File: config.mk
export PLATFORM = sky130hd
export DESIGN_NAME = rstc_top
export DESIGN_NICKNAME = d
export VERILOG_FILES = /design/src/rtl/rstc_pkg.sv /design/src/rtl/rstc_seq.sv /design/src/rtl/rstc_chan_regs.sv /design/src/rtl/rstc_rdmux.sv /design/src/rtl/rstc_top.sv
export SDC_FILE = /design/constraint.sdc
export NUM_CORES = 1
export LEC_CHECK = 0
export ABC_AREA = 1
export BUFFER_PORTS_ARGS = -buffer_cell sky130_fd_sc_hd__buf_2
export CAP_MARGIN = 10
export CELL_PAD_IN_SITES_DETAIL_PLACEMENT = 2
export CELL_PAD_IN_SITES_GLOBAL_PLACEMENT = 2
export CORE_MARGIN = 2
export CORE_UTILIZATION = 33
export DETAILED_ROUTE_END_ITERATION = 8
export HOLD_SLACK_MARGIN = 0.03
export PLACE_DENSITY = 0.84
export SLEW_MARGIN = 40
export SYNTH_ARGS = -nofsm -noshare
export SYNTH_HDL_FRONTEND = slang
export SYNTH_SLANG_ARGS = --single-unit
export TNS_END_PERCENT = 10
File: constraint.sdc
create_clock -name clk -period 3 [get_ports clk]
set_input_delay 0.15 -clock clk [delete_from_list [all_inputs] [get_ports clk]]
set_output_delay 0.15 -clock clk [all_outputs]
set_load 0.02 [all_outputs]
File: src/rtl/rstc_pkg.sv
package rstc_pkg;

    typedef enum logic [2:0] {
        KIND_CORE_PULSE  = 3'd0,
        KIND_CORE_LEVEL  = 3'd1,
        KIND_CACHE_FLUSH = 3'd2,
        KIND_AUTO_PULSE  = 3'd3,
        KIND_SW_LEVEL    = 3'd4
    } rst_kind_e;

    typedef enum logic [1:0] {
        SQ_IDLE = 2'd0,
        SQ_GATE = 2'd1,
        SQ_HOLD = 2'd2
    } seq_state_e;

    localparam int BUS_W        = 32;
    localparam int HOLD_W_MAX   = 8;
    localparam int CTRL_REQ_BIT = 0;
    localparam int CTRL_DONE_BIT = 1;
    localparam int CTRL_WE_BIT  = 16;

    typedef struct packed {
        logic              ctrl;
        logic              hold;
        logic [BUS_W-1:0]  data;
    } chan_wr_t;

    function automatic bit kind_has_we(rst_kind_e k);
        return (k == KIND_CORE_PULSE) || (k == KIND_CORE_LEVEL) || (k == KIND_CACHE_FLUSH);
    endfunction

    function automatic bit kind_has_done(rst_kind_e k);
        return (k == KIND_CORE_PULSE) || (k == KIND_CORE_LEVEL) || (k == KIND_AUTO_PULSE);
    endfunction

    function automatic bit kind_auto_clr(rst_kind_e k);
        return (k == KIND_CORE_PULSE) || (k == KIND_AUTO_PULSE);
    endfunction

    function automatic int kind_hold_w(rst_kind_e k);
        return (k == KIND_AUTO_PULSE) ? 8 : 4;
    endfunction

    function automatic bit kind_act_low(rst_kind_e k, int ch, int hi_ch);
        return (k == KIND_SW_LEVEL) && (ch != hi_ch);
    endfunction

endpackage

File: src/rtl/rstc_seq.sv
module rstc_seq
    import rstc_pkg::*;
#(
    parameter int HOLD_W   = 4,
    parameter bit AUTO_CLR = 1'b0
) (
    input  logic              clk,
    input  logic              rst,
    input  logic              tick,
    input  logic              req,
    input  logic [HOLD_W-1:0] hold,
    output logic              applied,
    output logic              clk_en,
    output logic              idle,
    output logic              cmp,
    output logic              cmp_tgt
);

    seq_state_e        state_q;
    logic              tgt_q;
    logic              applied_q;
    logic [HOLD_W-1:0] cnt_q;
    logic              hold_end;

    assign hold_end = (state_q == SQ_HOLD) && tick && (cnt_q == '0);

    always_ff @(posedge clk) begin
        if (rst) begin
            state_q   <= SQ_IDLE;
            tgt_q     <= 1'b0;
            applied_q <= 1'b0;
            cnt_q     <= '0;
        end else begin
            unique case (state_q)
                SQ_IDLE: begin
                    if (req != applied_q) begin
                        tgt_q   <= req;
                        state_q <= SQ_GATE;
                    end
                end
                SQ_GATE: begin
                    applied_q <= tgt_q;
                    cnt_q     <= hold;
                    state_q   <= SQ_HOLD;
                end
                SQ_HOLD: begin
                    if (tick) begin
                        if (cnt_q == '0) begin
                            if (AUTO_CLR && tgt_q) begin
                                tgt_q   <= 1'b0;
                                state_q <= SQ_GATE;
                            end else begin
                                state_q <= SQ_IDLE;
                            end
                        end else begin
                            cnt_q <= cnt_q - 1'b1;
                        end
                    end
                end
                default: state_q <= SQ_IDLE;
            endcase
        end
    end

    assign applied = applied_q;
    assign clk_en  = (state_q == SQ_IDLE);
    assign idle    = (state_q == SQ_IDLE);
    assign cmp     = hold_end;
    assign cmp_tgt = tgt_q;

    // the reset line only moves on the edge that leaves the gate phase
    p_apply_in_gate_r5: assert property (@(posedge clk) disable iff (rst)
        !$stable(applied_q) |-> ($past(state_q) == SQ_GATE) && !clk_en);

    // the hold phase is left only on a tick
    p_hold_waits_tick_r6: assert property (@(posedge clk) disable iff (rst)
        (state_q == SQ_HOLD && !tick) |=> (state_q == SQ_HOLD));

endmodule

File: src/rtl/rstc_chan_regs.sv
module rstc_chan_regs
    import rstc_pkg::*;
#(
    parameter rst_kind_e KIND   = KIND_CORE_LEVEL,
    parameter int        HOLD_W = 4
) (
    input  logic              clk,
    input  logic              rst,
    input  chan_wr_t          wr,
    input  logic              flush_ack,
    input  logic              seq_idle,
    input  logic              applied,
    input  logic              cmp,
    input  logic              cmp_tgt,
    output logic              req,
    output logic              done,
    output logic [HOLD_W-1:0] hold
);

    localparam bit HAS_WE   = kind_has_we(KIND);
    localparam bit HAS_DONE = kind_has_done(KIND);
    localparam bit AUTO     = kind_auto_clr(KIND);
    localparam bit IS_FLUSH = (KIND == KIND_CACHE_FLUSH);

    logic              req_q;
    logic              done_q;
    logic [HOLD_W-1:0] hold_q;
    logic              hw_clr;
    logic              sw_req_wr;
    logic              done_set;
    logic              unused_bits;

    assign unused_bits = ^wr.data;

    assign hw_clr = (AUTO && cmp && cmp_tgt) ||
                    (IS_FLUSH && flush_ack && seq_idle && applied && req_q);
    assign sw_req_wr = wr.ctrl && (!HAS_WE || wr.data[CTRL_WE_BIT]);
    assign done_set  = HAS_DONE && cmp && !(AUTO && cmp_tgt);

    always_ff @(posedge clk) begin
        if (rst) begin
            req_q  <= 1'b0;
            done_q <= 1'b0;
            hold_q <= '0;
        end else begin
            if (hw_clr) begin
                req_q <= 1'b0;
            end else if (sw_req_wr) begin
                req_q <= wr.data[CTRL_REQ_BIT];
            end
            if (done_set) begin
                done_q <= 1'b1;
            end else if (wr.ctrl && wr.data[CTRL_DONE_BIT]) begin
                done_q <= 1'b0;
            end
            if (wr.hold) begin
                hold_q <= wr.data[HOLD_W-1:0];
            end
        end
    end

    assign req  = req_q;
    assign done = done_q;
    assign hold = hold_q;

    // the done flag only rises on a sequence completion
    p_done_from_cmp_r10: assert property (@(posedge clk) disable iff (rst)
        $rose(done_q) |-> $past(cmp));

    if (HAS_WE) begin : g_we_chk
        // an unguarded write leaves the request alone
        p_we_guard_r3: assert property (@(posedge clk) disable iff (rst)
            (wr.ctrl && !wr.data[CTRL_WE_BIT] && !hw_clr) |=> $stable(req_q));
    end

    if (IS_FLUSH) begin : g_flush_chk
        // without an acknowledge the flush request persists
        p_flush_wait_r9: assert property (@(posedge clk) disable iff (rst)
            (req_q && applied && seq_idle && !flush_ack && !wr.ctrl) |=> req_q);
    end

endmodule

File: src/rtl/rstc_rdmux.sv
module rstc_rdmux
    import rstc_pkg::*;
#(
    parameter int NCH    = 6,
    parameter int ADDR_W = 4
) (
    input  logic [ADDR_W-1:0]     addr,
    input  logic [NCH-1:0]        req,
    input  logic [NCH-1:0]        done,
    input  logic [HOLD_W_MAX-1:0] hold [NCH],
    output logic [BUS_W-1:0]      rdata
);

    logic [ADDR_W-2:0] idx;

    assign idx = addr[ADDR_W-1:1];

    always_comb begin
        rdata = '0;
        for (int i = 0; i < NCH; i++) begin
            if (int'(idx) == i) begin
                if (addr[0]) begin
                    rdata[HOLD_W_MAX-1:0] = hold[i];
                end else begin
                    rdata[CTRL_REQ_BIT]  = req[i];
                    rdata[CTRL_DONE_BIT] = done[i];
                end
            end
        end
    end

endmodule

File: src/rtl/rstc_top.sv
module rstc_top
    import rstc_pkg::*;
#(
    parameter int              NCH    = 6,
    parameter logic [3*NCH-1:0] KINDS = {3'd4, 3'd4, 3'd3, 3'd2, 3'd1, 3'd0},
    parameter int              HI_CH  = 5,
    parameter int              ADDR_W = $clog2(NCH) + 1
) (
    input  logic              clk,
    input  logic              rst,
    input  logic              tick,
    input  logic              bus_wr,
    input  logic [ADDR_W-1:0] bus_addr,
    input  logic [BUS_W-1:0]  bus_wdata,
    output logic [BUS_W-1:0]  bus_rdata,
    input  logic [NCH-1:0]    flush_ack,
    output logic [NCH-1:0]    rst_out,
    output logic [NCH-1:0]    clk_en
);

    logic [NCH-1:0]        req_v;
    logic [NCH-1:0]        done_v;
    logic [HOLD_W_MAX-1:0] hold_a [NCH];
    logic [ADDR_W-2:0]     sel_ch;

    assign sel_ch = bus_addr[ADDR_W-1:1];

    for (genvar i = 0; i < NCH; i++) begin : g_ch
        localparam rst_kind_e K  = rst_kind_e'(KINDS[3*i +: 3]);
        localparam int        HW = kind_hold_w(K);
        localparam bit        AL = kind_act_low(K, i, HI_CH);

        chan_wr_t     wr_l;
        logic [HW-1:0] hold_l;
        logic          applied_l;
        logic          idle_l;
        logic          cmp_l;
        logic          tgt_l;
        logic          cen_l;

        assign wr_l.ctrl = bus_wr && (int'(sel_ch) == i) && !bus_addr[0];
        assign wr_l.hold = bus_wr && (int'(sel_ch) == i) &&  bus_addr[0];
        assign wr_l.data = bus_wdata;

        rstc_chan_regs #(.KIND(K), .HOLD_W(HW)) i_regs (
            .clk       (clk),
            .rst       (rst),
            .wr        (wr_l),
            .flush_ack (flush_ack[i]),
            .seq_idle  (idle_l),
            .applied   (applied_l),
            .cmp       (cmp_l),
            .cmp_tgt   (tgt_l),
            .req       (req_v[i]),
            .done      (done_v[i]),
            .hold      (hold_l)
        );

        rstc_seq #(.HOLD_W(HW), .AUTO_CLR(kind_auto_clr(K))) i_seq (
            .clk     (clk),
            .rst     (rst),
            .tick    (tick),
            .req     (req_v[i]),
            .hold    (hold_l),
            .applied (applied_l),
            .clk_en  (cen_l),
            .idle    (idle_l),
            .cmp     (cmp_l),
            .cmp_tgt (tgt_l)
        );

        assign hold_a[i]  = HOLD_W_MAX'(hold_l);
        assign rst_out[i] = AL ? ~applied_l : applied_l;
        assign clk_en[i]  = cen_l;

        // output level follows the applied state with the built polarity
        p_polarity_r11: assert property (@(posedge clk) disable iff (rst)
            !$stable(applied_l) |-> (rst_out[i] == (applied_l ^ AL)));
    end

    rstc_rdmux #(.NCH(NCH), .ADDR_W(ADDR_W)) i_rd (
        .addr  (bus_addr),
        .req   (req_v),
        .done  (done_v),
        .hold  (hold_a),
        .rdata (bus_rdata)
    );

endmodule

Yosys cells after proc, flatten, opt, wreduce, memory -nomap -nowiden --
Index checks and enable logic that the tools add are counted.
Operators by class: reductions and logical operators 85, eq/ne operators 47, bitwise operators 1, div/mod/pow operators 0, $add $sub $neg 6, $mul 0, shift-type cells 0, multiplexer cells 76, magnitude comparators 0
Operators with widths (number):
- 8-bit 2-to-1 mux | 8
- 2-bit 2-to-1 mux | 25
- 4-bit 2-to-1 mux | 10
- 4-bit one-hot mux with 2 select lines | 5
- 1-bit logical AND | 37
- 2-bit != test (second input constant) | 18
- 2-bit one-hot mux with 3 select lines | 6
- 3-bit AND reduction | 12
- 6-bit 2-to-1 mux | 5
- 2-bit nonzero test | 11
- 4-bit logical NOT | 5
- 4-bit by 1-bit subtractor with 4-bit output (second input constant) | 5
- 8-bit one-hot mux with 2 select lines | 1
- 1-bit 2-to-1 mux | 14
- 2-bit by 1-bit == test with 1-bit output (second input constant) | 6
- 2-bit == test (second input constant) | 6
- 3-bit == test (second input constant) | 4
- 2-bit logical NOT | 6
- 2-bit by 1-bit != test with 1-bit output (second input constant) | 6
- 8-bit logical NOT | 1
- 2-bit AND reduction | 4
- 4-bit AND reduction | 2
- 8-bit by 1-bit subtractor with 8-bit output (second input constant) | 1
- 1-bit != test | 6
- other kinds (6) | 11
Storage, ports and cells: register bits 89, RAM bits 0, ROM bits 0, memories 0, output and inout bits 44, bits in latches 0

Longest topological paths before layout --
depth in word-level cells 12, depth in mapped cells 11, mapped depth without buffers 11

By module --
A second synthesis with hierarchy kept.
Unflattened totals: cells, all modules 888, area total of the unflattened synthesis 5596.6 sq um
Modules (own cells, without submodules):
- rstc_seq (g_ch[1].i_seq ...) | area each 451.7 sq um, sequential area each 160.2 sq um, instances 4, cells an instance 69
- rstc_rdmux | area each 910.9 sq um, sequential area each 0.0 sq um, instances 1, cells an instance 173
- rstc_seq (g_ch[3].i_seq) | area each 762.0 sq um, sequential area each 240.2 sq um, instances 1, cells an instance 120
- rstc_seq (g_ch[0].i_seq) | area each 465.4 sq um, sequential area each 160.2 sq um, instances 1, cells an instance 72
- rstc_chan_regs (g_ch[4].i_regs ...) | area each 219.0 sq um, sequential area each 100.1 sq um, instances 2, cells an instance 33
- rstc_chan_regs (g_ch[3].i_regs) | area each 351.6 sq um, sequential area each 200.2 sq um, instances 1, cells an instance 47
- rstc_chan_regs (g_ch[0].i_regs) | area each 222.7 sq um, sequential area each 120.1 sq um, instances 1, cells an instance 31
- rstc_top | area each 217.7 sq um, sequential area each 0.0 sq um, instances 1, cells an instance 43
- rstc_chan_regs (g_ch[1].i_regs) | area each 216.5 sq um, sequential area each 120.1 sq um, instances 1, cells an instance 30
- rstc_chan_regs (g_ch[2].i_regs) | area each 205.2 sq um, sequential area each 100.1 sq um, instances 1, cells an instance 30

Worst setup path before layout --
OpenSTA, ideal clock, no wires.
path kind register to register, start point register g_ch[3].i_seq.cnt_q[0], end point register g_ch[3].i_seq.cnt_q[5], arrival 1.250 ns, buffers on the path 0, data required time 2.933 ns, stages on the path, launching flop included 9, clock period less this slack 1.317 ns, slack 1.683 ns, cells stage by stage dfxtp_1 > inv_1 > ha_1 > nand2_1 > nor2_4 > nand2_4 > a21oi_2 > nand2_2 > a21oi_2
On the way: cells in the longest elaborated chain, start to end 4
RTL lines:
- start, declared | RTL line rstc_seq.sv:22 | logic [HOLD_W-1:0] cnt_q;
- start signal, assigned | RTL line rstc_seq.sv:43 | cnt_q <= hold;
- start signal, assigned | RTL line rstc_seq.sv:56 | cnt_q <= cnt_q - 1'b1;
- 8-bit by 1-bit subtractor with 8-bit output | RTL line rstc_seq.sv:56
- 8-bit 2-to-1 mux | RTL line rstc_seq.sv:48 | if (cnt_q == '0) begin
- 8-bit 2-to-1 mux | RTL line rstc_seq.sv:47 | if (tick) begin
- 8-bit one-hot mux with 2 select lines | RTL line rstc_seq.sv:34 | unique case (state_q)
Several ways; a longest one is shown, not always the timed one. The select of a mux whose other input is x is not followed. A chain may end at the register's enable or synchronous reset.

Final worst setup path --
start point register g_ch[2].i_regs.req_q, end point output bus_rdata[0]
On the way: cells in the longest elaborated chain, start to end 5
RTL lines:
- start, declared | RTL line rstc_chan_regs.sv:25 | logic req_q;
- start signal, assigned | RTL line rstc_chan_regs.sv:49 | req_q <= wr.data[CTRL_REQ_BIT];
- 2-bit 2-to-1 mux | RTL line rstc_rdmux.sv:22 | if (addr[0]) begin
- 8-bit 2-to-1 mux (4 in series) | RTL line rstc_rdmux.sv:21 | if (int'(idx) == i) begin
- end, declared | RTL line rstc_top.sv:15 | output logic [BUS_W-1:0] bus_rdata,
Every way passes these cells.

==> impl_metrics.tcl <==
set metrics [dict create \
    run_status "finished, final reports clean" \
    avgSynthCellArea_um2 6.67 \
    synth_edf_count 0 \
    grt_pass1_wl_um 25800 \
    drt_iter0_drc 167 \
    start_util_pct 33.7 \
    r2r_cells 8 \
    drc 0 \
    clkTransAtPathRegs_ps 60 \
    drtPass1Iterations 4 \
    pin_count 90 \
    synthToLayoutAreaGrowth_pct 9.54 \
    ir_worst_vdd_uv 275 \
    min_path_type "input port to flop" \
    pwr-share-seq_pct 37.1 \
    hold_viol_final 0 \
    synth_top_cell_by_area "dfxtp_1" \
    via_per_inst 5.01 \
    combPwrFrac_pct 31.3 \
    placed_area_um2 5070 \
    cts_setup_buffers 0 \
    switching_share_pct 36.9 \
    setup_violations 0 \
    fillers 1813 \
    yosys.area.top_type_share_pct 36.3 \
    utilization_pct 37.0 \
    powerDensity_nw_per_um2 702 \
    post-route-period-util_pct 57.5 \
    row_count 44 \
    insertion_delay_ps 350 \
    grt_antenna_before_repair 0 \
    slew-limit-headroom_pct 56.9 \
    tightest_slew_ps 647 \
    ant_nets 0 \
    min_path_cells 3 \
    cts_root_buffer "clkbuf_16" \
    clk_path_buf_depth 2 \
    routed_wl_um 15700 \
    p_leak_nw 2.41 \
    place_inst 929 \
    multi_input_area_um2 2440 \
    holdWs_ps 99.1 \
    synth_cell_type_count 35 \
    layout.nets 809 \
    fin_crit_ps 1730 \
    power.total_mw 3.77 \
    drive_gt1_share_pct 12.4 \
    place_congestion 0.835 \
    fmaxAchievable_ghz 0.579 \
    drv_slew 0 \
    wl_per_cell_um 16.6 \
    hpwl_um 11600 \
    synth-async-reset-ratio_pct 0 \
    synth_area_um2 4900 \
    synth_ff_type "dfxtp_1" \
    p_int_mw 2.38 \
    overflow 0 \
    io_buffers 37 \
    wl_met2_um 8030 \
    seq_area_frac_synth_pct 36.3 \
    path_class "flop to output port" \
    clock_sinks 89 \
    synth_warnings 0 \
    hold_buffers 0 \
    grt_max_degree 68 \
    fin_worst_skew_ps 6.51 \
    htreeDepth 3 \
    cts_tree "built" \
    p_clk_share_pct 31.6 \
    met3_length_um 287 \
    drt-met1-wl_um 7080 \
    vias 4726 \
    synth-seq-cells 89 \
    cts_resized 0 \
    numCtsBuffers 9 \
    crit_arrival_ps 1580 \
    synth_area_leaders "dfxtp_1 (36%), nor2_1 (8.9%), o21ai_0 (8.8%)" \
    cp_max_fo 4 \
    endpoint_kind "output port" \
    final_cells 943 \
    cap_violations 0 \
    grt_use_total_pct 20.4 \
    crit_path_start_kind "flop" \
    die_height_um 126 \
    final_cell_area_um2 5370 \
    fin_ws_ps 1270 \
    place_ws_ps 1310 \
    diodes 0 \
    die_w_um 126 \
    synthCells 735 \
    fp.coreArea_um2 14500 \
    die_area_um2 15800 \
    required_ps 2850 \
    p_sw_mw 1.39 \
    highest_layer "met4" \
    fin_tns_setup_ps 0 \
    grt_pass1_vias 5172 \
    regArea_um2 1780 \
    rsz0062_at_grt "no" \
]
## cell type report
type	instances	area share, %
clock buffer	10	4.26
clock inverter	4	1.30
inverter	114	8.06
multi-input combinational	505	45.5
sequential	89	33.2
tap	184	4.29
timing repair buffer	37	3.45
## sequential cells by signal, indices dropped and copies added, names as in the netlist
signal              flops
g_ch.i_seq.cnt_q       28
g_ch.i_regs.hold       28
g_ch.i_regs.req         6
g_ch.i_seq.state_q     12
g_ch.i_regs.done        3
g_ch.i_seq.cmp_tgt      6
g_ch.i_seq.applied      6
## synthesized netlist by cell type, types with 7 or more instances
master      n
nand3_1    40
buf_4      35
nor2_1    116
dfxtp_1    89
inv_2      20
clkbuf_1    7
o21ai_0    86
o21ai_1    19
buf_2       7
a21oi_1    55
ha_1        7
nand2_1   109
nor3_1      7
inv_1      91
## worst max-delay path, stage by stage, from the launching register on
cell     delay (ps)
dfxtp_1         310
inv_1           120
nor2_1           50
a21oi_1         150
nor2_1           80
nor3_1          200
nand3_1         130
buf_2           180
## logic make-up after synthesis
group | synth area share (%)
AO/OA/AOI/OAI | 17.6
XOR/XNOR | 1.25
adder cells (fa/ha/maj) | 1.79
buffers and inverters | 15.6
flip-flops | 36.3
other | 0.0765
AND/OR/NAND/NOR | 27.3
## power groups by stage
stage                     sequential (mW)  clock (mW)  combinational (mW)
after floorplan                      1.39           0               0.958
after global placement               1.41           0                1.08
after detailed placement             1.42           0                1.18
after CTS                            1.40        1.22                1.20
after global routing                 1.41        1.27                1.33
final                                1.40        1.19                1.18
## path summary, 6_finish.rpt
kind / endpoint / startpoint / slack (ps)
setup reg to reg: g_ch[3].i_seq.cnt_q[2] / g_ch[3].i_seq.cnt_q[0] / 1360
hold / removal: g_ch[3].i_regs.hold[7] / bus_wdata[7] / 100
hold reg to reg: g_ch[4].i_seq.cmp_tgt / g_ch[4].i_seq.cmp_tgt / 480
setup / recovery: bus_rdata[0] / g_ch[2].i_regs.req / 1270
## layout by cell type, fill, tap and decap left out, drive strengths merged
cell type / netlist / layout
nor2: 123 / 123
or2: 1 / 1
clkbuf: 7 / 10
buf: 43 / 37
conb: 1 / 24
bufinv: 0 / 2
o21ai: 105 / 105
dfxtp: 89 / 89
clkinv: 2 / 4
nand2: 118 / 118
nand4: 5 / 5
nand3: 42 / 42
inv: 112 / 112
xor2: 5 / 5
a21oi: 57 / 57
ha: 7 / 7
o31ai: 3 / 3
a211oi: 1 / 1
o211ai: 2 / 2
and3: 1 / 1
nor3: 9 / 9
xnor2: 2 / 2
## metal layers
metal	vias up	track usage [%]
met5	-	0
met4	0	7.18
met1	2332	24.2
met3	20	2.72
met2	57	37.4
li1	2317	-
(Power assumes the default switching activity.)
